## src/rtl/slvint_pkg.sv

```systemverilog
package slvint_pkg;

  localparam int EN_W = 4;
  localparam int EN_RPS = 0;
  localparam int EN_CMD = 1;
  localparam int EN_STAT = 2;
  localparam int EN_NB = 3;
  localparam logic [EN_W-1:0] EN_RESET = 4'b0111;

  localparam int OCT_CMD = 0;
  localparam int OCT_RPS = 1;
  localparam int OCT_STAT = 2;
  localparam int OCT_PRIO = 3;
  localparam int OCT_READY = 5;
  localparam int OCT_BUSY = 6;

  typedef struct packed {
    logic slvRst;
    logic setStatus;
    logic clrStatus;
    logic setRps;
    logic clrRps;
    logic rpsEnLoad;
    logic rpsEnVal;
    logic setCmd;
    logic clrCmd;
    logic busyFell;
  } slvStrobe_t;

endpackage

```

## src/rtl/slvint_ctrl.sv

```systemverilog
module slvint_ctrl
  import slvint_pkg::*;
#(
  parameter int TGT_W = 16
) (
  input  logic             clk,
  input  logic             rstN,
  input  logic             slaveReset,
  input  logic             excSet,
  input  logic             statusReadDone,
  input  logic             masterOk,
  input  logic             rpsTargetLoad,
  input  logic [TGT_W-1:0] rpsTargetVal,
  input  logic             rpsOnTarget,
  input  logic             dataCtlAccept,
  input  logic             busCtlAccept,
  input  logic             cmdDone,
  input  logic             cmdTimeDep,
  input  logic             cmdIsLoadPos,
  input  logic             busy,
  input  logic             rpsEn,
  output slvStrobe_t       stb
);

  localparam logic [TGT_W-1:0] TGT_OFF = '1;

  logic onTargetQ;
  logic busyQ;
  logic targetOff;

  always_ff @(posedge clk or negedge rstN) begin
    if (!rstN) begin
      onTargetQ <= 1'b0;
      busyQ     <= 1'b0;
    end else begin
      onTargetQ <= rpsOnTarget;
      busyQ     <= busy;
    end
  end

  assign targetOff = rpsTargetLoad && (rpsTargetVal == TGT_OFF);

  always_comb begin
    stb           = '0;
    stb.slvRst    = slaveReset;
    stb.setStatus = excSet;
    stb.clrStatus = statusReadDone && masterOk;
    stb.rpsEnLoad = rpsTargetLoad;
    stb.rpsEnVal  = !targetOff;
    stb.setRps    = rpsEn && rpsOnTarget && !onTargetQ;
    stb.clrRps    = !rpsOnTarget || dataCtlAccept || targetOff;
    stb.setCmd    = cmdDone && cmdTimeDep && !(cmdIsLoadPos && rpsEn);
    stb.clrCmd    = busCtlAccept;
    stb.busyFell  = busyQ && !busy;
  end

endmodule

```

## src/rtl/slvint_core.sv

```systemverilog
module slvint_core
  import slvint_pkg::*;
(
  input  logic       clk,
  input  logic       rstN,
  input  slvStrobe_t stb,
  output logic       statusPend,
  output logic       rpsInt,
  output logic       cmdCmpl,
  output logic       rpsEn
);

  always_ff @(posedge clk or negedge rstN) begin
    if (!rstN) begin
      statusPend <= 1'b0;
      rpsInt     <= 1'b0;
      cmdCmpl    <= 1'b0;
      rpsEn      <= 1'b0;
    end else if (stb.slvRst) begin
      statusPend <= 1'b0;
      rpsInt     <= 1'b0;
      cmdCmpl    <= 1'b0;
      rpsEn      <= 1'b0;
    end else begin
      if (stb.setStatus)      statusPend <= 1'b1;
      else if (stb.clrStatus) statusPend <= 1'b0;

      if (stb.clrRps)         rpsInt <= 1'b0;
      else if (stb.setRps)    rpsInt <= 1'b1;

      if (stb.setCmd)         cmdCmpl <= 1'b1;
      else if (stb.clrCmd)    cmdCmpl <= 1'b0;

      if (stb.rpsEnLoad)      rpsEn <= stb.rpsEnVal;
    end
  end

endmodule

```

## src/rtl/slvint_port.sv

```systemverilog
module slvint_port
  import slvint_pkg::*;
(
  input  logic            clk,
  input  logic            rstN,
  input  slvStrobe_t      stb,
  input  logic            prioSeen,
  input  logic            reportReq,
  input  logic            seqEnd,
  input  logic            selected,
  input  logic            selAttempt,
  input  logic            enWr,
  input  logic [EN_W-1:0] enData,
  input  logic            busy,
  input  logic            ready,
  input  logic            statusPend,
  input  logic            rpsInt,
  input  logic            cmdCmpl,
  output logic [7:0]      octet,
  output logic            attn
);

  logic [EN_W-1:0] enables;
  logic            prioFlag;
  logic            prioShown;
  logic            notBusyFlag;
  logic            shownNow;
  logic [EN_W-1:0] sources;

  assign shownNow = prioShown || (reportReq && prioFlag);

  always_ff @(posedge clk or negedge rstN) begin
    if (!rstN) begin
      enables     <= EN_RESET;
      prioFlag    <= 1'b0;
      prioShown   <= 1'b0;
      notBusyFlag <= 1'b0;
    end else if (stb.slvRst) begin
      enables     <= EN_RESET;
      prioFlag    <= 1'b0;
      prioShown   <= 1'b0;
      notBusyFlag <= 1'b0;
    end else begin
      if (enWr) enables <= enData;

      if (prioSeen)                  prioFlag <= 1'b1;
      else if (seqEnd && shownNow)   prioFlag <= 1'b0;

      if (seqEnd)                    prioShown <= 1'b0;
      else if (reportReq && prioFlag) prioShown <= 1'b1;

      if (stb.busyFell)              notBusyFlag <= 1'b1;
      else if (selAttempt)           notBusyFlag <= 1'b0;
    end
  end

  always_comb begin
    octet            = '0;
    octet[OCT_BUSY]  = busy;
    octet[OCT_READY] = ready;
    octet[OCT_PRIO]  = prioFlag;
    octet[OCT_STAT]  = statusPend;
    octet[OCT_RPS]   = rpsInt;
    octet[OCT_CMD]   = cmdCmpl;
  end

  always_comb begin
    sources          = '0;
    sources[EN_RPS]  = rpsInt;
    sources[EN_CMD]  = cmdCmpl;
    sources[EN_STAT] = statusPend;
    sources[EN_NB]   = notBusyFlag;
    attn = !selected && |(sources & enables);
  end

endmodule

```

## src/rtl/slave_attn_ctrl.sv

```systemverilog
module slave_attn_ctrl
  import slvint_pkg::*;
#(
  parameter int PORTS = 2,
  parameter int TGT_W = 16
) (
  input  logic               clk,
  input  logic               rstN,
  input  logic               slaveReset,
  input  logic               excSet,
  input  logic               statusReadDone,
  input  logic               masterOk,
  input  logic               rpsTargetLoad,
  input  logic [TGT_W-1:0]   rpsTargetVal,
  input  logic               rpsOnTarget,
  input  logic               busCtlAccept,
  input  logic               dataCtlAccept,
  input  logic               cmdDone,
  input  logic               cmdTimeDep,
  input  logic               cmdIsLoadPos,
  input  logic               busy,
  input  logic               ready,
  input  logic [PORTS-1:0]   prioSeen,
  input  logic [PORTS-1:0]   reportReq,
  input  logic [PORTS-1:0]   seqEnd,
  input  logic [PORTS-1:0]   selected,
  input  logic [PORTS-1:0]   selAttempt,
  input  logic [PORTS-1:0]   enWr,
  input  logic [EN_W-1:0]    enData,
  output logic [8*PORTS-1:0] intOctet,
  output logic [PORTS-1:0]   attn,
  output logic               statusPend,
  output logic               rpsInt,
  output logic               cmdCmpl
);

  slvStrobe_t stb;
  logic       rpsEn;

  slvint_ctrl #(.TGT_W(TGT_W)) ctrl_i (
    .clk(clk), .rstN(rstN), .slaveReset(slaveReset), .excSet(excSet),
    .statusReadDone(statusReadDone), .masterOk(masterOk),
    .rpsTargetLoad(rpsTargetLoad), .rpsTargetVal(rpsTargetVal),
    .rpsOnTarget(rpsOnTarget), .dataCtlAccept(dataCtlAccept),
    .busCtlAccept(busCtlAccept), .cmdDone(cmdDone), .cmdTimeDep(cmdTimeDep),
    .cmdIsLoadPos(cmdIsLoadPos), .busy(busy), .rpsEn(rpsEn), .stb(stb)
  );

  slvint_core core_i (
    .clk(clk), .rstN(rstN), .stb(stb), .statusPend(statusPend),
    .rpsInt(rpsInt), .cmdCmpl(cmdCmpl), .rpsEn(rpsEn)
  );

  for (genvar p = 0; p < PORTS; p++) begin : g_port
    slvint_port port_i (
      .clk(clk), .rstN(rstN), .stb(stb), .prioSeen(prioSeen[p]),
      .reportReq(reportReq[p]), .seqEnd(seqEnd[p]), .selected(selected[p]),
      .selAttempt(selAttempt[p]), .enWr(enWr[p]), .enData(enData),
      .busy(busy), .ready(ready), .statusPend(statusPend), .rpsInt(rpsInt),
      .cmdCmpl(cmdCmpl), .octet(intOctet[8*p +: 8]), .attn(attn[p])
    );
  end

endmodule

```

## config.mk

```make
export PLATFORM = sky130hd
export DESIGN_NAME = slave_attn_ctrl
export DESIGN_NICKNAME = d
export VERILOG_FILES = /design/src/rtl/slvint_pkg.sv /design/src/rtl/slvint_ctrl.sv /design/src/rtl/slvint_core.sv /design/src/rtl/slvint_port.sv /design/src/rtl/slave_attn_ctrl.sv
export SDC_FILE = /design/constraint.sdc
export NUM_CORES = 1
export LEC_CHECK = 0
export ABC_AREA = 0
export BUFFER_PORTS_ARGS = -buffer_cell sky130_fd_sc_hd__buf_2
export CAP_MARGIN = 30
export CORE_ASPECT_RATIO = 0.9
export CORE_MARGIN = 1
export CORE_UTILIZATION = 42
export DETAILED_ROUTE_END_ITERATION = 10
export HOLD_SLACK_MARGIN = 0.03
export PLACE_DENSITY = 0.79
export SYNTH_ARGS = -nofsm -noshare
export SYNTH_HDL_FRONTEND = slang
export SYNTH_HIERARCHICAL = 1
export SYNTH_SLANG_ARGS = --single-unit
export TNS_END_PERCENT = 5
```

## constraint.sdc

```tcl
create_clock -name clk -period 1 [get_ports clk]
set_clock_uncertainty 0.1 [all_clocks]
set_input_delay 0.15 -clock clk [delete_from_list [all_inputs] [get_ports clk]]
set_output_delay 0.15 -clock clk [all_outputs]
set_load 0.03 [all_outputs]
```

## Yosys cells after proc, flatten, opt, wreduce, memory -nomap -nowiden

Index checks and enable logic that the tools add are counted.

| cells by class | value |
|---|---|
| mux-type cells | 33 |
| reductions and logical operators | 39 |
| bitwise operators | 2 |
| equality and inequality tests | 1 |

Operators by type and width:

| kind | count |
|---|---|
| $mux 1 | 29 |
| $reduce_bool 3->1 | 9 |
| $eq 16x16->1 const B | 1 |
| $mux 4 | 4 |
| $logic_and 1x1->1 | 14 |
| $and 4x4->4 | 2 |
| $reduce_or 4->1 | 2 |
| $logic_not 1->1 | 7 |
| $reduce_bool 2->1 | 3 |
| $logic_or 1x1->1 | 4 |

| storage, ports and cells | value |
|---|---|
| output and inout port bits | 21 |
| register bits after elaboration | 20 |
| logic and storage cells | 89 |

## Longest topological paths before layout

Gate-level depths: netlist of run 1.

| depth | value |
|---|---|
| word-level depth | 6 |
| depth in mapped cells | 5 |
| gate-level depth less buffers | 5 |

## By module

The synthesis of run 1 kept the hierarchy.

Modules (own cells, without submodules):

| module | cells an instance | area an instance (um^2) | sequential area each (um^2) | times used |
|---|---|---|---|---|
| slvint_port | 36 | 376.6 | 178.9 | 2 |
| slvint_ctrl | 22 | 166.4 | 50.0 | 1 |
| slvint_core | 14 | 152.6 | 100.1 | 1 |

## Worst setup path before layout of run 1

Ideal clock, no wire load.

| timing | value |
|---|---|
| kind | register to output |
| from | register core_i.statusPend |
| to | output port attn[0] |
| setup slack | -0.471 ns |
| path buffers | 0 |
| cell stages (with the launch flop) | 3 |
| data required time | 0.750 ns |
| arrival time | 1.221 ns |
| cell sequence | dfrtp_1 -> a22oi_1 -> a21oi_1 |

| between the ends | value |
|---|---|
| word-level cells in the longest chain between the ends | 3 |

RTL lines:

| item | line | source |
|---|---|---|
| start: declaration | slvint_core.sv:7 | `output logic statusPend,` |
| start signal: assignment | slvint_core.sv:15 | `statusPend <= 1'b0;` |
| start signal: assignment | slvint_core.sv:20 | `statusPend <= 1'b0;` |
| start signal: assignment | slvint_core.sv:25 | `if (stb.setStatus) statusPend <= 1'b1;` |
| $and 4x4->4 | slvint_port.sv:73 | `attn = !selected && \|(sources & enables);` |
| $reduce_or 4->1 | slvint_port.sv:73 |  |
| $logic_and 1x1->1 | slvint_port.sv:73 |  |
| end: declaration | slave_attn_ctrl.sv:31 | `output logic [PORTS-1:0] attn,` |

No other way between the ends.

## Final worst setup path of run 1

| timing | value |
|---|---|
| from | register g_port[0].port_i.enables[0] |
| to | output port attn[0] |

| between the ends | value |
|---|---|
| word-level cells in the longest chain between the ends | 3 |

RTL lines:

| item | line | source |
|---|---|---|
| start: declaration | slvint_port.sv:23 | `logic [EN_W-1:0] enables;` |
| start signal: assignment | slvint_port.sv:44 | `if (enWr) enables <= enData;` |
| $and 4x4->4 | slvint_port.sv:73 |  |
| $reduce_or 4->1 | slvint_port.sv:73 |  |
| $logic_and 1x1->1 | slvint_port.sv:73 |  |

No other way between the ends.

==> results of run 1 <==
routing by layer:
layer  track usage [%]  share of wire (%)  up-vias
met3             5.249                4.2        0
met5                 0                  0        -
met2             43.98                 58       35
li1                  -                  -      464
met4             2.500                  0        0
met1             23.04                 38      461
flip-flops by register name (all words and copies together) (netlist names), 2 cells and up:
register	count
g_port.port_i/notBusyFlag	2
g_port.port_i/prioShown	2
g_port.port_i/prioFlag	2
g_port.port_i/enables	8
through the flow:
step	cell area (um2)	std cells	TNS (ns)	setup WS, ns
floorplan	1126	110	-0.2514	-0.1257
global placement	1325	180	-0.4004	-0.1823
detailed placement	1325	180	-0.4857	-0.1978
CTS	1580	198	-3.723	-0.4871
global route	1595	198	-4.102	-0.5317
finish	1595	198	-3.591	-0.4782
cells by family after synthesis:
group	count (synthesis)	synth area share [%]
other cells	2	0.7004
flops	20	47.37
mux	9	8.402
compound gates	18	10.85
buf+inv	27	17.85
simple gates	32	14.82
worst max-delay path by stage:
stage	start	endpoint	slack, ns	cells after the start
global route	g_port[0].port_i/enables[2]	attn[0]	-0.53	3
CTS	g_port[0].port_i/enables[0]	attn[0]	-0.49	3
global placement	g_port[1].port_i/enables[0]	attn[1]	-0.18	3
finish	g_port[0].port_i/enables[0]	attn[0]	-0.48	3
floorplan	core_i/rpsInt	attn[0]	-0.13	2
detailed placement	g_port[0].port_i/enables[0]	attn[0]	-0.20	3
synthesized netlist by cell type (3+ instances only):
| master | instances | area (um2) |
|---|---|---|
| buf_4 | 20 | 150.1 |
| dfrtp_1 | 14 | 350.3 |
| nand2_1 | 10 | 37.54 |
| mux2i_1 | 9 | 90.09 |
| a21oi_1 | 7 | 35.03 |
| dfstp_2 | 6 | 157.7 |
| nor2_1 | 6 | 22.52 |
| nor2b_1 | 5 | 31.28 |
| a22oi_1 | 4 | 30.03 |
| inv_1 | 3 | 11.26 |
| nand4_1 | 3 | 18.77 |
| nor3_1 | 3 | 15.01 |
layout make-up:
class,instances,area (um2)
clock buffer,4,26.28
timing repair buffer,79,573.1
inverter,5,18.77
tap,27,33.78
multi-input combinational,63,431.7
fill,186,686.9
sequential,20,511.7
worst register-to-register path: cells and delay by family (launching register included):
family,cells,cell delay [ns]
flip-flops,1,0.43
AO/OA/AOI/OAI,1,0.19
AND/OR/NAND/NOR,1,0.15
power by group through the flow:
| stage | clock (mW) | combinational (mW) | sequential (mW) |
|---|---|---|---|
| final | 0.386 | 0.478 | 0.902 |
| after global routing | 0.423 | 0.515 | 0.909 |
| after CTS | 0.399 | 0.476 | 0.901 |
| after detailed placement | 0 | 0.389 | 0.912 |
| after global placement | 0 | 0.373 | 0.908 |
| after floorplan | 0 | 0.274 | 0.917 |
repair_timing:
action                                  in CTS  in global routing
setup buffers                                0                  0
pin swaps                                    1                  4
endpoints found under the setup margin      13                 18
gates resized for setup                     28                  4
hold endpoints to repair                    35                  1
==> key figures, run 1 <==
Setup path
  – CP Launch Type: flop
  – Buffers and inverters on the worst path: 1
  – WS Path Type: reg -> out
  – RR Startpoint: g_port[1].port_i/prioFlag
  – Reg2Reg Depth: 2
  – Crit path max-delay family: flip-flops
  – Worst path max stage delay: 0.55 ns
  – CP Cell Sequence: a22oi_2 > a21oi_4 > buf_6
  – Worst EP arrival: approximately 1.2 ns
  – FF-to-FF End: g_port[1].port_i/prioFlag
  – Critical path endpoint category: primary output
  – Req. time, crit path: 0.75 ns
  – Worst Path Max Fanout: 2
  – Slowest stage cell, crit path: dfstp_2
  – Flop2flop setup slack: ~0.030 ns

STA
  – Max Slew Vio Count: 0
  – Period utilization: 147.8%
  – Setup violators final: 13
  – PnR worst setup slack: -0.4782 ns
  – Fmax: roughly 0.68 GHz
  – Unrepaired setup endpoints after global routing: true
  – Final hold violations: 0
  – WHS: ~0.0049 ns
  – Fin crit period: 1.478 ns

Floorplanning
  – Placement row count: 16
  – Die ar.: 0.002759 mm2
  – Chip height: 49.94 um
  – Initial Util: a little under half
  – Core area: ~0.0023 mm2
  – Die X: between 50 and 60 um
  – I/O pin count: 68

Place
  – Dpl hpwl: 2047 um
  – GP Congestion: ~0.8
  – Port bufs: 60

Power
  – Cell Pwr Density: 1107 mW/mm2
  – Internal power: 1.257 mW
  – Maximum vdd ir drop: 1350 uV
  – Net Sw Frac: 28.82%
  – Clock power frac: 21.9%
  – Power share of the combinational group: 27.1%
  – NetSw: 0.5090 mW
  – Pleak: 0.7891 nW
  – Register share of total power: 51.1%
  – Total power draw: 1.766 mW

Global route
  – Overall routing resource usage: 21.68%
  – Vias in the first global route: 1076
  – Initial antenna violation count: 0
  – Total grt overflow: 0
  – Largest net degree at the start of global routing: 21
  – First-pass GRT wire length: 4657 um

CTS
  – CTS Root Buffer Type: clkbuf_4
  – Clk_lat worst skew: 0.29 ns
  – Num CTS Buffers: 3
  – Clock sinks: 20
  – TritonCTS clock tree: done
  – CTS max path bufs: 2
  – CTS clk-pin slew, worst paths: 0.10 ns
  – Max H-tree Level: 1
  – Hold buffer count at CTS: 14

Detailed routing
  – DRC viols: 0
  – WL final: 2801 um
  – Vias/cell: around 4.8
  – Pre-Repair DR Iteration Count: 6
  – Routed len/inst: about 14 um
  – Via count: between 900 and 1000
  – Initial drt markers: 11
  – Antenna viol nets, final: 0

Job
  – Max_cap viols: 0

Run status
  – Status: complete, but fails checks
  – Failing checks: negative setup slack

Logic synthesis
  – Unique masters post-synth: 23
  – Synth Register Bits: 20
  – Synth Flop Type: dfrtp_1
  – Post-synthesis sequential area ratio: 47.37%
  – Ys async rst share: 100.0%
  – Post-synth EDFFs: 0
  – Synthesized cell area: 0.001072 mm2
  – Mapped Cells: 108
  – Syn Area/Cell: 9.929 um2
  – Yosys warns: 6

Layout
  – Final core occ: 69.90%
  – Layout cells sized above 1: 51.46%
  – Most common cell after layout, fill and taps aside: buf_2
  – Ant diodes: 0
  – Area Growth Syn to Fin: 48.77%
  – Net count reported at finish: 219
  – Most frequent cells in the layout: buf_2, buf_6, dlygate4sd3_1

Min path
  – Min-delay src: dataCtlAccept
  – WHS Path Cells: 3
  – HP Class: in -> reg
  – Worst Hold End: core_i/rpsInt
(Power assumes the default switching activity.)
==> run 2, diff against run 1 <==
--- a/config.mk
+++ b/config.mk
@@ -6,16 +6,15 @@
 export NUM_CORES = 1
 export LEC_CHECK = 0
 export ABC_AREA = 0
-export BUFFER_PORTS_ARGS = -buffer_cell sky130_fd_sc_hd__buf_2
+export BUFFER_PORTS_ARGS = -buffer_cell sky130_fd_sc_hd__buf_4
 export CAP_MARGIN = 30
 export CORE_ASPECT_RATIO = 0.9
 export CORE_MARGIN = 1
-export CORE_UTILIZATION = 42
+export CORE_UTILIZATION = 41
 export DETAILED_ROUTE_END_ITERATION = 10
 export HOLD_SLACK_MARGIN = 0.03
 export PLACE_DENSITY = 0.79
 export SYNTH_ARGS = -nofsm -noshare
 export SYNTH_HDL_FRONTEND = slang
-export SYNTH_HIERARCHICAL = 1
 export SYNTH_SLANG_ARGS = --single-unit
 export TNS_END_PERCENT = 5
==> key figures, run 2 <==
Layout
  – Area Growth Syn to Fin: 67.91%
  – Final instance area: 0.001689 mm2 (+5.9%)
  – Most frequent cells in the layout: buf_4, dlygate4sd3_1, buf_6
  – Most common cell after layout, fill and taps aside: buf_4
  – Ant diodes: 0 (unchanged)
  – Non-Filler Instances: 197 (-0.51%)
  – Net count reported at finish: 218 (-0.46%)
  – Max reg flops: 8 (unchanged)
  – Layout fillers: 143 (-23%)
  – Largest reg by FF count: g_port.port_i.enables
  – Layout cells sized above 1: 48.24% (-3.2 points)
  – Final core occ: 75.33% (+5.4 points)

Logic synthesis
  – Synth area leaders: dfrtp_1, dfstp_2, buf_4
  – Yosys warns: 0 (-6)
  – Synthesized cell area: 0.001006 mm2 (-6.2%)
  – Synth top area share: 34.83% (+2.2 points)
  – Post-synth EDFFs: 0 (unchanged)
  – Most instantiated library cell after synthesis: buf_4
  – Cell taking the most area after synthesis: dfrtp_1
  – Synth Register Bits: 20 (unchanged)
  – Synth cell count leaders: buf_4, dfrtp_1, a21oi_1
  – Unique masters post-synth: 21 (-8.7%)
  – Post-synthesis sequential area ratio: 50.50% (+3.1 points)
  – Ys async rst share: 100.0% (unchanged)
  – Synth Flop Type: dfrtp_1
  – Mapped Cells: 98 (-9.3%)
  – Syn Area/Cell: 10.26 um2 (+3.4%)

Floorplanning
  – Core area: 0.002242 mm2 (-1.8%)
  – Chip height: 48.99 um (-1.9%)
  – Placement row count: 16 (unchanged)
  – I/O pin count: 68 (unchanged)
  – Initial Util: 44.87% (-2.1 points)
  – Die X: 54.21 um (-1.9%)
  – Die ar.: 0.002656 mm2 (-3.8%)

Min path
  – HP Class: in -> reg
  – Min-delay src: busCtlAccept

CTS
  – CTS max path bufs: 2 (unchanged)
  – Clock sinks: 20 (unchanged)
  – TritonCTS clock tree: done
  – Num CTS Buffers: 3 (unchanged)
  – Max H-tree Level: 1 (unchanged)
  – CTS clk-pin slew, worst paths: 0.12 ns (+0.02 ns)
  – Clk_lat worst skew: 0.30 ns (about the same)
  – CTS Root Buffer Type: clkbuf_4

Power
  – Total power draw: 1.895 mW (+7.3%)
  – Pleak: 0.8227 nW (+4.3%)
  – Maximum vdd ir drop: 967.3 uV (-28%)
  – Cell Pwr Density: 1122 mW/mm2 (+1.3%)

Setup path
  – Worst Path Max Fanout: 2 (unchanged)
  – Worst EP arrival: 1.27 ns (+0.04 ns)
  – CP Launch Type: flop
  – Req. time, crit path: 0.75 ns (about the same)
  – RR Startpoint: core_i.rpsInt
  – Critical path origin: g_port[0].port_i.enables[0]
  – Critical path endpoint category: primary output
  – WS Path Type: reg -> out

Global route
  – Overall routing resource usage: 25.65% (+4.0 points)
  – Largest net degree at the start of global routing: 21 (unchanged)
  – First-pass GRT wire length: 4947 um (+6.2%)
  – Total grt overflow: 0 (unchanged)
  – Initial antenna violation count: 0 (unchanged)
  – Vias in the first global route: 1021 (-5.1%)

Detailed routing
  – WL final: 3044 um (+8.7%)
  – Vias/cell: 4.975 (+2.6%)
  – Initial drt markers: 17 (+6)
  – Via count: 980 (+2.1%)
  – Antenna viol nets, final: 0 (unchanged)
  – Routed len/inst: 15.45 um (+9.2%)
  – DRC viols: 0 (unchanged)
  – Pre-Repair DR Iteration Count: 4 (-2)

STA
  – Max Slew Vio Count: 0 (unchanged)
  – PnR worst setup slack: -0.5157 ns (-0.03759 ns)
  – Unrepaired setup endpoints after global routing: true
  – Fmax: 0.6597 GHz (-2.5%)
  – Period utilization: 151.6% (+3.8 points)
  – Fin crit period: 1.516 ns (+0.03759 ns)
  – Setup violators final: 14 (+1)
  – Final hold violations: 0 (unchanged)
  – Setup TNS: -3.778 ns (-0.1870 ns)

Run status
  – Failing checks: negative setup slack
  – Status: complete, but fails checks

Place
  – Placed insts: 173 (-3.9%)
  – GP Congestion: 0.8089 (+1.9%)
  – Port bufs: 60 (unchanged)
  – Dpl hpwl: 1798 um (-12%)
  – Area post-placement: 0.001385 mm2 (+4.5%)

Job
  – Max_cap viols: 0 (unchanged)
run 2: cell count changes in the layout (fill, tap and decap cells not counted), moves of 3 or more:
cell           before  now
mux2i_1             9    2
buf_4               2   52
a22oi_1             0    3
dlygate4sd3_1      13   18
nand2_1            10    3
buf_6              16   13
a211o_1             1    6
nor2_1              6    9
a22oi_2             4    1
buf_2              47    0
a21oi_1             4    9
run 2: repair_timing:
item                       4_1_cts  5_1_grt
pin swaps                        4        4
gates cloned                     0        0
setup endpoints to repair       14       23
hold endpoints to repair        39        0
setup buffers                    0        0
gates resized for setup         13        7
hold buffers                    20        0
run 2: final cells by class:
class	count	area (um2)	share of cell area, %
tap	27	33.78	2.000
timing repair buffer	85	742.0	43.93
sequential	20	511.7	30.30
inverter	1	3.754	0.2222
multi-input combinational	60	361.6	21.41
clock buffer	4	36.28	2.148
run 2: final timing paths:
check | end | slack [ns] | depth (start not counted)
min reg2reg | g_port[0].port_i.notBusyFlag | 0.45 | 2
max in group asynchronous | g_port[0].port_i.enables[1] | 0.35 | 2
max reg2reg | core_i.rpsInt | -0.06 | 3
min | core_i.cmdCmpl | 0.05 | 4
min in group asynchronous | core_i.cmdCmpl | 0.18 | 2
max | attn[0] | -0.52 | 3
run 2: power breakdown:
part           switching (mW)  total (mW)  internal (mW)
registers              0.0338       0.901          0.867
clock network           0.251       0.473          0.222
logic                   0.234       0.520          0.287
run 2: logic make-up after synthesis:
family	after synthesis	share of synthesized area [%]
simple gates	29	14.55
compound gates	25	16.54
buf+inv	21	16.04
flops	20	50.50
mux	2	1.990
other cells	1	0.3728
run 2: per-stage QoR:
stage / setup WS [ns] / hold WS, ns
2_1_floorplan: -0.1501 / -0.2456
3_3_place_gp: -0.1647 / -0.06337
3_5_place_dp: -0.1619 / -0.06112
4_1_cts: -0.5023 / 0.04783
5_1_grt: -0.5718 / 0.03663
6_report: -0.5157 / 0.04966
run 2: routing by layer:
metal | global-route usage (%) | vias to the layer above | routed length (um)
met5 | 0 | - | 0
met1 | 34.94 | 479 | 1272
li1 | - | 465 | -
met3 | 4.673 | 2 | 134
met2 | 42.89 | 34 | 1627
met4 | 2.991 | 0 | 10
run 2: worst max-delay path, cell delays in order, from the launching register on:
cell and delay, ns:
dfstp_2 0.56, a22oi_2 0.08, a21oi_1 0.15, buf_4 0.17
